File: config.mk
export PLATFORM = sky130hd
export DESIGN_NAME = exc_fatal_irq_ctl
export DESIGN_NICKNAME = d
export VERILOG_FILES = /design/src/rtl/exc_irq_pkg.sv /design/src/rtl/exc_sticky_status.sv /design/src/rtl/exc_sync_ctl.sv /design/src/rtl/exc_reg_file.sv /design/src/rtl/exc_fatal_irq_ctl.sv
export SDC_FILE = /design/constraint.sdc
export NUM_CORES = 1
export LEC_CHECK = 0
export CAP_MARGIN = 25
export CORE_UTILIZATION = 45
export DETAILED_ROUTE_END_ITERATION = 6
export DONT_BUFFER_PORTS = 1
export GPL_TIMING_DRIVEN = 0
export PLACE_DENSITY_LB_ADDON = 0.3
export SLEW_MARGIN = 5
export SYNTH_ARGS = -nofsm -noshare
export SYNTH_HDL_FRONTEND = slang
export SYNTH_SLANG_ARGS = --single-unit
File: constraint.sdc
create_clock -name clk -period 1.51 [get_ports clk]
set_input_delay 0.2265 -clock clk [delete_from_list [all_inputs] [get_ports clk]]
set_output_delay 0.2265 -clock clk [all_outputs]
set_load 0.01 [all_outputs]
File: src/rtl/exc_irq_pkg.sv
package exc_irq_pkg;
   localparam int unsigned ADDR_W = 2;

   typedef enum logic [ADDR_W-1:0] {
      SEL_STATUS = 2'd0,
      SEL_IRQ_EN = 2'd1,
      SEL_FATAL  = 2'd2,
      SEL_CTRL   = 2'd3
   } reg_sel_e;

   localparam int unsigned CTRL_EN_BIT = 0;
endpackage

File: src/rtl/exc_sticky_status.sv
module exc_sticky_status #(
   parameter int unsigned NUM_SRC = 8
) (
   input  logic               clk,
   input  logic               rst_n,
   input  logic [NUM_SRC-1:0] set_i,
   input  logic [NUM_SRC-1:0] clr_i,
   output logic [NUM_SRC-1:0] status_o
);
   for (genvar b = 0; b < NUM_SRC; b++) begin : g_bit
      logic bit_q;
      always_ff @(posedge clk or negedge rst_n) begin
         if (!rst_n)          bit_q <= 1'b0;
         else if (set_i[b])   bit_q <= 1'b1;
         else if (clr_i[b])   bit_q <= 1'b0;
      end
      assign status_o[b] = bit_q;
   end

   AST_EVENT_LATCHES: assert property (@(posedge clk) disable iff (!rst_n)
      (set_i != '0) |=> ((status_o & $past(set_i)) == $past(set_i)));

   AST_STICKY_HOLD: assert property (@(posedge clk) disable iff (!rst_n)
      ((status_o & ~clr_i) != '0) |=>
         ((status_o & $past(status_o & ~clr_i)) == $past(status_o & ~clr_i)));
endmodule

File: src/rtl/exc_sync_ctl.sv
module exc_sync_ctl #(
   parameter int unsigned NUM_SRC = 8
) (
   input  logic               clk,
   input  logic               rst_n,
   input  logic [NUM_SRC-1:0] exc_i,
   input  logic [NUM_SRC-1:0] fatal_mask_i,
   input  logic               sum_clr_i,
   input  logic               if_en_q_i,
   input  logic               if_en_d_i,
   output logic               sync_err_o,
   output logic               tx_enable_o,
   output logic               train_o,
   output logic               credit_flush_o
);
   logic fatal_hit;
   logic sync_q;
   logic flush_q;

   assign fatal_hit = |(exc_i & fatal_mask_i);

   always_ff @(posedge clk or negedge rst_n) begin
      if (!rst_n)                        sync_q <= 1'b0;
      else if (fatal_hit)                sync_q <= 1'b1;
      else if (sum_clr_i && !if_en_q_i)  sync_q <= 1'b0;
   end

   always_ff @(posedge clk or negedge rst_n) begin
      if (!rst_n) flush_q <= 1'b0;
      else        flush_q <= if_en_q_i & ~if_en_d_i;
   end

   assign sync_err_o     = sync_q;
   assign tx_enable_o    = if_en_q_i & ~sync_q;
   assign train_o        = ~tx_enable_o;
   assign credit_flush_o = flush_q;

   AST_FATAL_LATCH: assert property (@(posedge clk) disable iff (!rst_n)
      fatal_hit |=> sync_err_o);

   AST_SYNC_HELD_WHILE_ENABLED: assert property (@(posedge clk) disable iff (!rst_n)
      (sync_err_o && if_en_q_i) |=> sync_err_o);

   AST_FLUSH_AFTER_FALL: assert property (@(posedge clk) disable iff (!rst_n)
      credit_flush_o |-> (!if_en_q_i && $past(if_en_q_i)));

   AST_NO_TX_WHILE_SYNC: assert property (@(posedge clk) disable iff (!rst_n)
      sync_err_o |-> !tx_enable_o);
endmodule

File: src/rtl/exc_reg_file.sv
module exc_reg_file
   import exc_irq_pkg::*;
#(
   parameter int unsigned NUM_SRC = 8,
   localparam int unsigned REG_W  = NUM_SRC + 1
) (
   input  logic              clk,
   input  logic              rst_n,
   input  logic              wr_i,
   input  logic [ADDR_W-1:0] addr_i,
   input  logic [REG_W-1:0]  wdata_i,
   input  logic [REG_W-1:0]  status_i,
   output logic [REG_W-1:0]  status_clr_o,
   output logic [REG_W-1:0]  irq_mask_o,
   output logic [NUM_SRC-1:0] fatal_mask_o,
   output logic              if_en_q_o,
   output logic              if_en_d_o,
   output logic [REG_W-1:0]  rdata_o
);
   reg_sel_e               sel;
   logic [REG_W-1:0]       irq_mask_q;
   logic [NUM_SRC-1:0]     fatal_q;
   logic                   en_q;
   logic [REG_W-1:0]       rdata_d;
   logic [REG_W-1:0]       rdata_q;

   assign sel = reg_sel_e'(addr_i);

   assign status_clr_o = (wr_i && sel == SEL_STATUS) ? wdata_i : '0;
   assign if_en_d_o    = (wr_i && sel == SEL_CTRL) ? wdata_i[CTRL_EN_BIT] : en_q;

   always_ff @(posedge clk or negedge rst_n) begin
      if (!rst_n) begin
         irq_mask_q <= '0;
         fatal_q    <= '0;
         en_q       <= 1'b0;
      end else begin
         if (wr_i && sel == SEL_IRQ_EN) irq_mask_q <= wdata_i;
         if (wr_i && sel == SEL_FATAL)  fatal_q    <= wdata_i[NUM_SRC-1:0];
         en_q <= if_en_d_o;
      end
   end

   always_comb begin
      rdata_d = '0;
      unique case (sel)
         SEL_STATUS: rdata_d = status_i;
         SEL_IRQ_EN: rdata_d = irq_mask_q;
         SEL_FATAL:  rdata_d[NUM_SRC-1:0] = fatal_q;
         SEL_CTRL:   rdata_d[CTRL_EN_BIT] = en_q;
         default:    rdata_d = '0;
      endcase
   end

   always_ff @(posedge clk or negedge rst_n) begin
      if (!rst_n) rdata_q <= '0;
      else        rdata_q <= rdata_d;
   end

   assign irq_mask_o   = irq_mask_q;
   assign fatal_mask_o = fatal_q;
   assign if_en_q_o    = en_q;
   assign rdata_o      = rdata_q;

   AST_CTRL_WRITE_TAKES: assert property (@(posedge clk) disable iff (!rst_n)
      (wr_i && sel == SEL_CTRL) |=> (if_en_q_o == $past(wdata_i[CTRL_EN_BIT])));
endmodule

File: src/rtl/exc_fatal_irq_ctl.sv
module exc_fatal_irq_ctl
   import exc_irq_pkg::*;
#(
   parameter int unsigned NUM_SRC = 8,
   parameter logic [NUM_SRC-1:0] CAL_SRC_MASK = 'b11,
   parameter bit IRQ_REGISTERED = 1'b1,
   localparam int unsigned REG_W = NUM_SRC + 1
) (
   input  logic              clk,
   input  logic              rst_n,
   input  logic [NUM_SRC-1:0] exc_i,
   input  logic              reg_wr_i,
   input  logic [ADDR_W-1:0] reg_addr_i,
   input  logic [REG_W-1:0]  reg_wdata_i,
   output logic [REG_W-1:0]  reg_rdata_o,
   output logic              irq_o,
   output logic              sync_err_o,
   output logic              tx_enable_o,
   output logic              train_o,
   output logic              credit_flush_o,
   output logic              chan_reset_o
);
   if (NUM_SRC < 2 || NUM_SRC > 31) begin : g_bad_src
      $error("NUM_SRC must lie between 2 and 31");
   end
   if (CAL_SRC_MASK == '0) begin : g_bad_cal
      $error("CAL_SRC_MASK must select at least one source");
   end

   logic [REG_W-1:0]   status_clr;
   logic [REG_W-1:0]   irq_mask;
   logic [NUM_SRC-1:0] fatal_mask;
   logic [NUM_SRC-1:0] src_status;
   logic [REG_W-1:0]   status_all;
   logic               en_q;
   logic               en_d;
   logic               sync_err;
   logic               irq_d;
   logic               chreset_q;

   exc_sticky_status #(.NUM_SRC(NUM_SRC)) u_status (
      .clk      (clk),
      .rst_n    (rst_n),
      .set_i    (exc_i),
      .clr_i    (status_clr[NUM_SRC-1:0]),
      .status_o (src_status)
   );

   exc_sync_ctl #(.NUM_SRC(NUM_SRC)) u_sync (
      .clk            (clk),
      .rst_n          (rst_n),
      .exc_i          (exc_i),
      .fatal_mask_i   (fatal_mask),
      .sum_clr_i      (status_clr[NUM_SRC]),
      .if_en_q_i      (en_q),
      .if_en_d_i      (en_d),
      .sync_err_o     (sync_err),
      .tx_enable_o    (tx_enable_o),
      .train_o        (train_o),
      .credit_flush_o (credit_flush_o)
   );

   assign status_all = {sync_err, src_status};

   exc_reg_file #(.NUM_SRC(NUM_SRC)) u_regs (
      .clk          (clk),
      .rst_n        (rst_n),
      .wr_i         (reg_wr_i),
      .addr_i       (reg_addr_i),
      .wdata_i      (reg_wdata_i),
      .status_i     (status_all),
      .status_clr_o (status_clr),
      .irq_mask_o   (irq_mask),
      .fatal_mask_o (fatal_mask),
      .if_en_q_o    (en_q),
      .if_en_d_o    (en_d),
      .rdata_o      (reg_rdata_o)
   );

   assign irq_d = |(status_all & irq_mask);

   if (IRQ_REGISTERED) begin : g_irq_reg
      logic irq_q;
      always_ff @(posedge clk or negedge rst_n) begin
         if (!rst_n) irq_q <= 1'b0;
         else        irq_q <= irq_d;
      end
      assign irq_o = irq_q;

      AST_IRQ_NEEDS_ENABLED_BIT: assert property (@(posedge clk) disable iff (!rst_n)
         irq_o |-> ($past(reg_rdata_o) == $past(reg_rdata_o)) && $past(irq_d));
   end else begin : g_irq_comb
      assign irq_o = irq_d;
   end

   always_ff @(posedge clk or negedge rst_n) begin
      if (!rst_n) chreset_q <= 1'b0;
      else        chreset_q <= |(exc_i & CAL_SRC_MASK);
   end

   assign chan_reset_o = chreset_q;
   assign sync_err_o   = sync_err;

   AST_CHAN_RESET_CAUSE: assert property (@(posedge clk) disable iff (!rst_n)
      chan_reset_o |-> ($past(exc_i) != '0));

   AST_TRAIN_COMPLEMENT: assert property (@(posedge clk) disable iff (!rst_n)
      train_o != tx_enable_o);
endmodule

==> reports/metrics.yaml <==
synth_area_um2: 1640
ys_types: 26
cpPeakStageDelay_ns: 0.47
routedWlPerCell_um: 17.5
stdcell_area_um2: 1950
reg2regPathDepth: 3
die_area_um2: 3890
holdPathStages: 1
setup.worst_path.class: "reg -> out"
critPathArrivalTime_ns: 1.16
place_ws_ns: 0.228
power_frac_seq_pct: 58.7
postPlaceCellArea_um2: 1700
drv_cap: 0
grt_use_total_pct: 19.0
async_flop_share_pct: 100
grt_pass1_wl_um: 5380
avgSynthCellArea_um2: 13.5
synth_seq_area_share_pct: 59.5
grt_max_degree: 40
p_leak_nw: 0.817
rows: 21
p_sw_share_pct: 25.4
pwr_density_cell_nw_per_um2: 1130
antenna_left: 0
power.switching_w: 0.000557
setup_tns_ns: 0
drc: 0
path_cells: "nand2b_1 > inv_1"
n_fill_cell: 303
rsz0062_at_grt: "false"
n_antenna_cell: 0
clkLatencyLatePin_ns: 0.35
ys_warn_count: 0
viasPerCell: 5.57
irDropWorstVdd_uv: 471
slew_viol_final: 0
synth_common_cells: "dfrtp_1, mux2_2, nand2_1"
clock_skew_ns: 0.00776
fin_crit_sh_pct: 92.0
regArea_um2: 976
drive_gt1_share_pct: 24.0
power_frac_comb_pct: 13.8
clockPowerShare_pct: 27.5
postLayoutCoreUtil_pct: 57.0
internal_power_w: 0.00163
synth_area_leaders: "dfrtp_1, mux2_2, mux2i_1"
wl_um: 3350
status: "completed"
start_kind: "flop"
dp_hpwl_um: 2240
gp_congestion: 0.751
dieHeight_um: 62.4
grt_overflow_total: 0
holdCritPathClass: "in -> reg"
area_growth_pct: 18.7
hold_violations: 0
path_clk_slew_ns: 0.10
slowest_stage: "dfrtp_1"
cp-end-kind: "primary output"
synth_edf_count: 0
cts-buffers-inserted: 5
slew-limit-headroom_pct: 67.9
syn-num-nets: 143
first_iter_violations: 68
initial_utilization_pct: 48.0
multi_input_area_um2: 636
post_cts_buffers: 0
synth_most_common_cell: "dfrtp_1"
port_buffers: 0
crit_fanout: 5
synth.top_cell.area_share_pct: 59.5
die_w_um: 62.4
worst_slack_ns: 0.121
setup_violations: 0
ys_seq_elements: 39
crit_family: "flip-flops"
fin_crit_ns: 1.39
synthFlopType: "dfrtp_1"
fin_nets: 167
worst-path-stages: 2
cts_root_buffer: "clkbuf_4"
tightest_slew_ns: 0.481
clock_path_buffers: 2
clock-sinks: 39
core_um2: 3420
htreeDepth: 2
first_pass_iters: 4
critPathBufInv: 1
worst-endpoint-required_ns: 1.28
cts_tree: "done"
netlist_instances: 121
synth_top_cell_by_area: "dfrtp_1"
max_freq_mhz: 720
pin_count: 37
grt_pass1_vias: 1088
grt_antenna_before_repair: 0
vias: 1070
[final timing paths]
check / startpoint / end / slack, ns
max: u_sync.sync_err_o$_DFFE_PN0P_ / tx_enable_o / 0.12
min: reg_wdata_i[0] / u_regs.if_en_q_o$_DFF_PN0_ / 0.02
max reg2reg: u_sync.sync_err_o$_DFFE_PN0P_ / irq_o$_DFF_PN0_ / 0.35
min reg2reg: u_status.g_bit[4].bit_q$_DFFE_PN0P_ / u_status.g_bit[4].bit_q$_DFFE_PN0P_ / 0.52
max in group asynchronous: rst_n / u_regs.rdata_o[0]$_DFF_PN0_ / 0.99
min in group asynchronous: rst_n / u_regs.irq_mask_o[3]$_DFFE_PN0P_ / 0.31
[layout make-up]
cell class,count,area share [%]
Clock buffer,8,3.54
Multi-Input combinational cell,78,32.7
Timing Repair Buffer,17,9.26
Tap cell,46,2.96
Buffer,3,1.22
Sequential cell,39,50.2
Inverter,1,0.193
[power groups by stage]
stage | registers (W) | clock network [W] | logic [W]
5_1_grt | 0.00131 | 0.000676 | 0.000334
3_3_place_gp | 0.00130 | 0 | 0.000234
3_5_place_dp | 0.00131 | 0 | 0.000242
2_1_floorplan | 0.00128 | 0 | 0.000202
4_1_cts | 0.00129 | 0.000628 | 0.000295
6_report | 0.00129 | 0.000602 | 0.000301
[routing by layer]
| layer | GRT usage [%] | vias to the layer above | share of wire [%] |
|---|---|---|---|
| met3 | 6.43 | 6 | 6.0 |
| met2 | 29.1 | 36 | 48 |
| met5 | 0 | - | 0 |
| li1 | - | 486 | - |
| met1 | 24.6 | 542 | 45 |
| met4 | 7.85 | 0 | 1.7 |
[worst reg2reg max path, cell delays in order, from the launching register on]
cell	delay, ns
dfrtp_1	0.47
a22o_1	0.25
a221oi_1	0.22
nand3_1	0.11
[flip-flops by register name (all words and copies together) (netlist names)]
| signal | count |
|---|---|
| u_sync.credit_flush_o | 1 |
| u_regs.irq_mask_o | 9 |
| u_regs.if_en_q_o | 1 |
| u_status.g_bit.bit_q | 8 |
| u_regs.fatal_mask_o | 8 |
| irq_o | 1 |
| u_sync.sync_err_o | 1 |
| u_regs.rdata_o | 9 |
| chan_reset_o | 1 |
[through the flow]
step / std cells / hold WS (ns) / power [W]
5_1_grt: 192 / 0.00139 / 0.00231
3_5_place_dp: 167 / -0.0682 / 0.00155
4_1_cts: 187 / 0.000489 / 0.00221
6_report: 192 / 0.0235 / 0.00219
3_3_place_gp: 167 / -0.0682 / 0.00154
2_1_floorplan: 121 / -0.0691 / 0.00148
[logic make-up after synthesis]
kind of cell | share of synthesized area, %
multiplexers | 18.6
AO/OA/AOI/OAI | 10.2
AND/OR/NAND/NOR | 9.92
buffers and inverters | 1.68
flip-flops | 59.5
[placed cells by master (no fill, tap or decap), drive strengths merged]
cell type	n
nand4	1
nand3b	3
buf	4
clkbuf	8
nand3	2
dfrtp	39
mux2	18
or2	1
inv	1
nor3b	2
mux4	1
o21ai	7
nor2	1
mux2i	8
dlygate4sd3	16
a222oi	1
a22oi	5
nand2b	1
a221oi	1
nand2	15
and2b	1
a22o	1
a21o	9
[what timing repair did]
item                                   CTS  global route
setup endpoints to repair                0             0
endpoints found under the hold margin   50             6
hold buffers                            12             5
gates resized for setup                  0             0
Note: power is estimated with default switching activity, not from simulation.
